`src/rtl/lfsr_clkdiv_pkg.sv`:
```
package lfsr_clkdiv_pkg;

    // Reference divider: 6-bit, XNOR taps on bits 5 and 4, extra 0 -> terminal step.
    localparam int              REF_W     = 6;
    localparam logic [REF_W-1:0] REF_TERM = 6'h3F;
    localparam logic [REF_W-1:0] REF_TAPS = 6'h30;
    localparam bit              REF_JUMP  = 1'b1;

    // Feedback divider: 8-bit, XNOR taps on bits 7, 3, 2, 1.
    localparam int              FB_W      = 8;
    localparam logic [FB_W-1:0] FB_TERM   = 8'h01;
    localparam logic [FB_W-1:0] FB_TAPS   = 8'h8E;
    localparam bit              FB_JUMP   = 1'b0;

    // Post-divider fields.
    localparam int PD_W    = 3;
    localparam int POST_W  = 2 * PD_W;
    localparam int DATA_W  = 8;

    typedef enum logic [1:0] {
        SEL_REF  = 2'd0,
        SEL_FB   = 2'd1,
        SEL_POST = 2'd2,
        SEL_NONE = 2'd3
    } wsel_e;

    // Field order matters: upper field is the second stage.
    typedef struct packed {
        logic [PD_W-1:0] stage2_code;
        logic [PD_W-1:0] stage1_code;
    } post_cfg_t;

endpackage

```
`src/rtl/lfsr_divider.sv`:
```
module lfsr_divider #(
    parameter int           W    = 6,
    parameter logic [W-1:0] TERM = '1,
    parameter logic [W-1:0] TAPS = '0,
    parameter bit           JUMP = 1'b0
) (
    input  logic         clk,
    input  logic         rst,
    input  logic         adv,
    input  logic [W-1:0] reload,
    output logic         tick,
    output logic         div_clk
);

    logic [W-1:0] state;
    logic [W-1:0] nxt;
    logic         at_term;

    assign at_term = (state == TERM);

    always_comb begin
        nxt = {state[W-2:0], ~^(state & TAPS)};
        if (JUMP && (state == '0)) begin
            nxt = TERM;
        end
    end

    always_ff @(posedge clk) begin
        if (rst) begin
            state   <= TERM;
            tick    <= 1'b0;
            div_clk <= 1'b0;
        end else begin
            tick <= adv && at_term;
            if (adv) begin
                state <= at_term ? reload : nxt;
                if (at_term) begin
                    div_clk <= ~div_clk;
                end
            end
        end
    end

    // no advance, no movement
    a_r8_freeze: assert property (@(posedge clk) disable iff (rst)
        !adv |=> $stable(state));

    // divided clock flips exactly with a tick
    a_r4_clk_on_tick: assert property (@(posedge clk) disable iff (rst)
        tick |-> (div_clk != $past(div_clk)));

    a_r4_clk_hold: assert property (@(posedge clk) disable iff (rst)
        !tick |-> $stable(div_clk));

endmodule

```
`src/rtl/post_divider.sv`:
```
module post_divider
    import lfsr_clkdiv_pkg::*;
(
    input  logic      clk,
    input  logic      rst,
    input  logic      adv,
    input  post_cfg_t cfg,
    output logic      tick,
    output logic      div_clk
);

    localparam logic [PD_W-1:0] LAST = '1;

    logic [PD_W-1:0] c1;
    logic [PD_W-1:0] c2;
    logic [PD_W-1:0] act1;
    logic            s1_wrap;
    logic            full_wrap;

    assign s1_wrap   = adv && (c1 == LAST);
    assign full_wrap = s1_wrap && (c2 == LAST);

    always_ff @(posedge clk) begin
        if (rst) begin
            c1      <= LAST;
            c2      <= LAST;
            act1    <= LAST;
            tick    <= 1'b0;
            div_clk <= 1'b0;
        end else begin
            tick <= full_wrap;
            if (full_wrap) begin
                div_clk <= ~div_clk;
                c1      <= cfg.stage1_code;
                act1    <= cfg.stage1_code;
                c2      <= cfg.stage2_code;
            end else if (s1_wrap) begin
                c1 <= act1;
                c2 <= c2 + 1'b1;
            end else if (adv) begin
                c1 <= c1 + 1'b1;
            end
        end
    end

    // stage-1 setting only changes at a full cascade wrap
    a_r7_cfg_latched: assert property (@(posedge clk) disable iff (rst)
        !full_wrap |=> $stable(act1));

    // second stage only counts first-stage wraps
    a_r6_stage2_hold: assert property (@(posedge clk) disable iff (rst)
        !s1_wrap |=> $stable(c2));

    // no advance, first stage frozen
    a_r8_post_freeze: assert property (@(posedge clk) disable iff (rst)
        !adv |=> $stable(c1));

endmodule

```
`src/rtl/lfsr_clkdiv.sv`:
```
module lfsr_clkdiv
    import lfsr_clkdiv_pkg::*;
(
    input  logic              clk,
    input  logic              rst,
    input  logic              wr_en,
    input  logic [1:0]        wr_sel,
    input  logic [DATA_W-1:0] wr_data,
    input  logic              ref_adv,
    input  logic              fb_adv,
    output logic              ref_tick,
    output logic              ref_clk,
    output logic              fb_tick,
    output logic              fb_clk,
    output logic              pix_tick,
    output logic              pix_clk
);

    logic [REF_W-1:0] ref_reload;
    logic [FB_W-1:0]  fb_reload;
    post_cfg_t        post_cfg;
    wsel_e            sel;

    assign sel = wsel_e'(wr_sel);

    // register write decode
    always_ff @(posedge clk) begin
        if (rst) begin
            ref_reload <= REF_TERM;
            fb_reload  <= '0;
            post_cfg   <= '1;
        end else if (wr_en) begin
            case (sel)
                SEL_REF:  ref_reload <= wr_data[REF_W-1:0];
                SEL_FB:   fb_reload  <= wr_data[FB_W-1:0];
                SEL_POST: post_cfg   <= post_cfg_t'(wr_data[POST_W-1:0]);
                default:  ;
            endcase
        end
    end

    lfsr_divider #(
        .W    (REF_W),
        .TERM (REF_TERM),
        .TAPS (REF_TAPS),
        .JUMP (REF_JUMP)
    ) u_ref (
        .clk     (clk),
        .rst     (rst),
        .adv     (ref_adv),
        .reload  (ref_reload),
        .tick    (ref_tick),
        .div_clk (ref_clk)
    );

    lfsr_divider #(
        .W    (FB_W),
        .TERM (FB_TERM),
        .TAPS (FB_TAPS),
        .JUMP (FB_JUMP)
    ) u_fb (
        .clk     (clk),
        .rst     (rst),
        .adv     (fb_adv),
        .reload  (fb_reload),
        .tick    (fb_tick),
        .div_clk (fb_clk)
    );

    post_divider u_post (
        .clk     (clk),
        .rst     (rst),
        .adv     (fb_adv),
        .cfg     (post_cfg),
        .tick    (pix_tick),
        .div_clk (pix_clk)
    );

endmodule

```
`config.mk`:
```
export PLATFORM = sky130hd
export DESIGN_NAME = lfsr_clkdiv
export DESIGN_NICKNAME = d
export VERILOG_FILES = /design/src/rtl/lfsr_clkdiv_pkg.sv /design/src/rtl/lfsr_divider.sv /design/src/rtl/post_divider.sv /design/src/rtl/lfsr_clkdiv.sv
export SDC_FILE = /design/constraint.sdc
export NUM_CORES = 1
export LEC_CHECK = 0
export BUFFER_PORTS_ARGS = -buffer_cell sky130_fd_sc_hd__buf_4
export CORE_UTILIZATION = 57
export DETAILED_ROUTE_END_ITERATION = 8
export PLACE_DENSITY = 0.74
export REMOVE_ABC_BUFFERS = 1
export SYNTH_ARGS = -nofsm -noshare
export SYNTH_HDL_FRONTEND = slang
export SYNTH_HIERARCHICAL = 1
export SYNTH_SLANG_ARGS = --single-unit
```
`constraint.sdc`:
```
create_clock -name clk -period 2.7 [get_ports clk]
set_input_delay 0.405 -clock clk [delete_from_list [all_inputs] [get_ports clk]]
set_output_delay 0.405 -clock clk [all_outputs]
set_load 0.01 [all_outputs]
```
==> results.md <==
* Status: finished, final reports clean
* Yosys reg bits at 49
* Number of setup violations in the final report at 0
* CP arrival at 1.81 ns
* Met3 global-route usage at 7.24%
* Setup crit start kind: flop
* Top cells by area, synth: dfxtp_1 42%, mux2i_1 12%, nor2_1 5.3%
* Fmax at 620 MHz
* Synth unique cells at 47
* Post-synth EDFFs at 0
* Max VDD drop at 0.000430 V
* Crit path buffers/inverters at 0
* Clock Tree Root: clkbuf_8
* Final TNS setup at 0 ns
* Row cnt at 22
* Slew @ Worst Pin at 0.638 ns
* CP top delay family: adder cells
* Grt ovf at 0
* Clock Sinks at 49
* Starting density of the core at 61.8%
* Met1 Use GR at 26.1%
* # hold bufs at CTS at 0
* Resize count post-CTS at 0
* Fin Clk Skew at 0.00290 ns
* Met2 Usage GRT at 34.6%
* RSZ-0062 raised after global routing: false
* DRT iter0 DRCs at 109
* Vias in the first global route at 1559
* CTS tree: yes
* Hold violation count in the final report at 0
* # diodes at 0
* H-tree Lvls at 2
* Syn avg cell area at 9.50 sq um
* Filler instances at 339
* Pre-CTS setup slack at 1.07 ns
* Yosys warnings at 6
* DRT Pass-1 Iters at 4
* IO Port Bufs at 20
* Total GRT Usage at 21.4%
* Routed length per instance at 13.8 microns
* Die Y at 66.2 microns
* Pwr Density at 579 mW/mm^2
* Final Instance Area at 0.00255 sq mm
* Initial antenna violation count at 0
* Final Cycle Share at 59.7%
* Commonest non-fill, non-tap cells in the layout: 49 x dfxtp_1, 33 x nor2_1, 29 x mux2i_1
* Cell Area, Placed at 0.00246 sq mm
* WS Path Type: flop to flop
* First-pass GRT wire length at 6870 microns
* Synth Flop Type: dfxtp_1
* Slowest stage delay, CP at 0.39 ns
* Remaining DRCs at 0
* Total wire length at 4220 microns
* Yosys top cell area share at 41.8%
* Hold WC Path Type: input port to flop
* I/O pins at 21
* Slew HR at 57.4%
* GP Congestion at 0.840
* Area leader, netlist: dfxtp_1
* Vias at 1750
* CTS Buf Count at 5
* Reg clk slew, reported paths at 0.08 ns
* CTS max path bufs at 2
* Most common cell after layout, fill and taps aside: dfxtp_1
* Layout cells sized above 1 at 14.7%
* Number of instances in the synthesized netlist at 247
* Setup bufs post-CTS at 0
* WP data required at 2.90 ns
* Post-layout nets at 281
* Most crowded layer after global routing: met2
* Worst path most repeated cell: ha_1
* Asr flop ratio synth at 0%
* Slowest-stage cell, CP: ha_1
* Setup crit end kind: flop
* Vias/cell at 5.70
* Die ar. at 0.00438 sq mm
* CP Max Fanout at 9
* Mapped cell area at 0.00235 sq mm
* Max cap viols at 0
* DIE WIDTH at 66.2 microns
* Setup ws final at 1.09 ns
* Tmin final at 1.61 ns
* Area Growth Syn to Fin at 8.69%
* Worst-Skew Late Latency at 0.30 ns
* Slew Viols, Final at 0
* Largest net degree at the start of global routing at 74
* Critical path cell sequence: ha_1 > ha_1 > mux2i_1 > a21oi_1 > a211o_1
* Leak Pwr at 0.00106 uW
* Core area at 0.00380 sq mm
* HPWL Detailed at 2910 microns
* Sequential fraction of the synthesis area at 41.8%
* Post-route ant nets at 0
final timing paths:
path / cells past startpoint / to / from / slack [ns]
setup / recovery: 5 / u_post/c1[2] / u_post/c2[0] / 1.09
hold / removal: 3 / fb_reload[7] / wr_data[7] / 0.37
setup reg to reg: 5 / u_post/c1[2] / u_post/c2[0] / 1.09
hold reg to reg: 1 / u_post/c1[1] / u_post/c1[1] / 0.47
flip-flops by register name (all words and copies together) (netlist names):
name / cells
fb_reload: 8
post_cfg: 6
ref_reload: 6
u_fb/div_clk: 1
u_fb/state: 8
u_fb/tick: 1
u_post/act1: 3
u_post/c1: 3
u_post/c2: 3
u_post/div_clk: 1
u_post/tick: 1
u_ref/div_clk: 1
u_ref/state: 6
u_ref/tick: 1
synthesized netlist by cell type (all sizes together), types with 2 or more instances:
| cell | instances |
|---|---|
| a211o | 3 |
| a211oi | 3 |
| a21oi | 15 |
| a22oi | 2 |
| and3b | 2 |
| buf | 9 |
| clkbuf | 6 |
| dfxtp | 49 |
| ha | 7 |
| inv | 10 |
| mux2 | 2 |
| mux2i | 29 |
| nand2 | 5 |
| nand2b | 17 |
| nand3 | 6 |
| nor2 | 33 |
| nor2b | 3 |
| nor3 | 9 |
| nor4b | 5 |
| o21ai | 7 |
| o31a | 3 |
| o32ai | 4 |
power breakdown:
group	internal (uW)	total, uW	switching, uW	leakage, uW
combinational	122	249	127	0.000618
clock	203	430	227	0.0000443
sequential	764	799	34.7	0.000401
metal layers:
metal,vias to the layer above,wire length [microns],part of all wire [%]
li1,903,-,-
met1,819,2160,51
met2,23,1880,44
met3,5,125,3.0
met4,0,62,1.5
met5,-,0,0
through the flow:
stage / util [%] / instances / power (uW) / hold slack [ns]
3_3_place_gp: 64.9 / 300 / 1060 / 0.457
6_report: 67.2 / 307 / 1480 / 0.369
5_1_grt: 67.2 / 307 / 1560 / 0.360
2_1_floorplan: - / 232 / 974 / 0.440
4_1_cts: 67.2 / 307 / 1490 / 0.366
3_5_place_dp: 64.9 / 300 / 1060 / 0.460
worst register-to-register path, delay by kind of cell (launching register included):
kind	cells	cell delay [ns]
fa+ha+maj	2	0.55
mux	1	0.27
flops	1	0.36
compound gates	2	0.32
final cells by class:
type | instances | area (sq um) | area share (%)
sequential | 49 | 981 | 38.5
timing repair buffer | 20 | 150 | 5.89
inverter | 10 | 37.5 | 1.47
multi-input combinational | 173 | 1240 | 48.5
tap | 48 | 60.1 | 2.35
clock buffer | 7 | 86.3 | 3.38
kinds of logic (layout without fill, tap and decap cells):
kind of cell,count (synthesis),in the layout,synth area share [%]
compound gates,45,45,12.8
xor+xnor,2,2,1.39
fa+ha+maj,7,7,3.73
buf+inv,25,37,5.54
flops,49,49,41.8
mux,31,31,13.5
simple gates,88,88,21.2
Power figures use the tool's default switching activity.
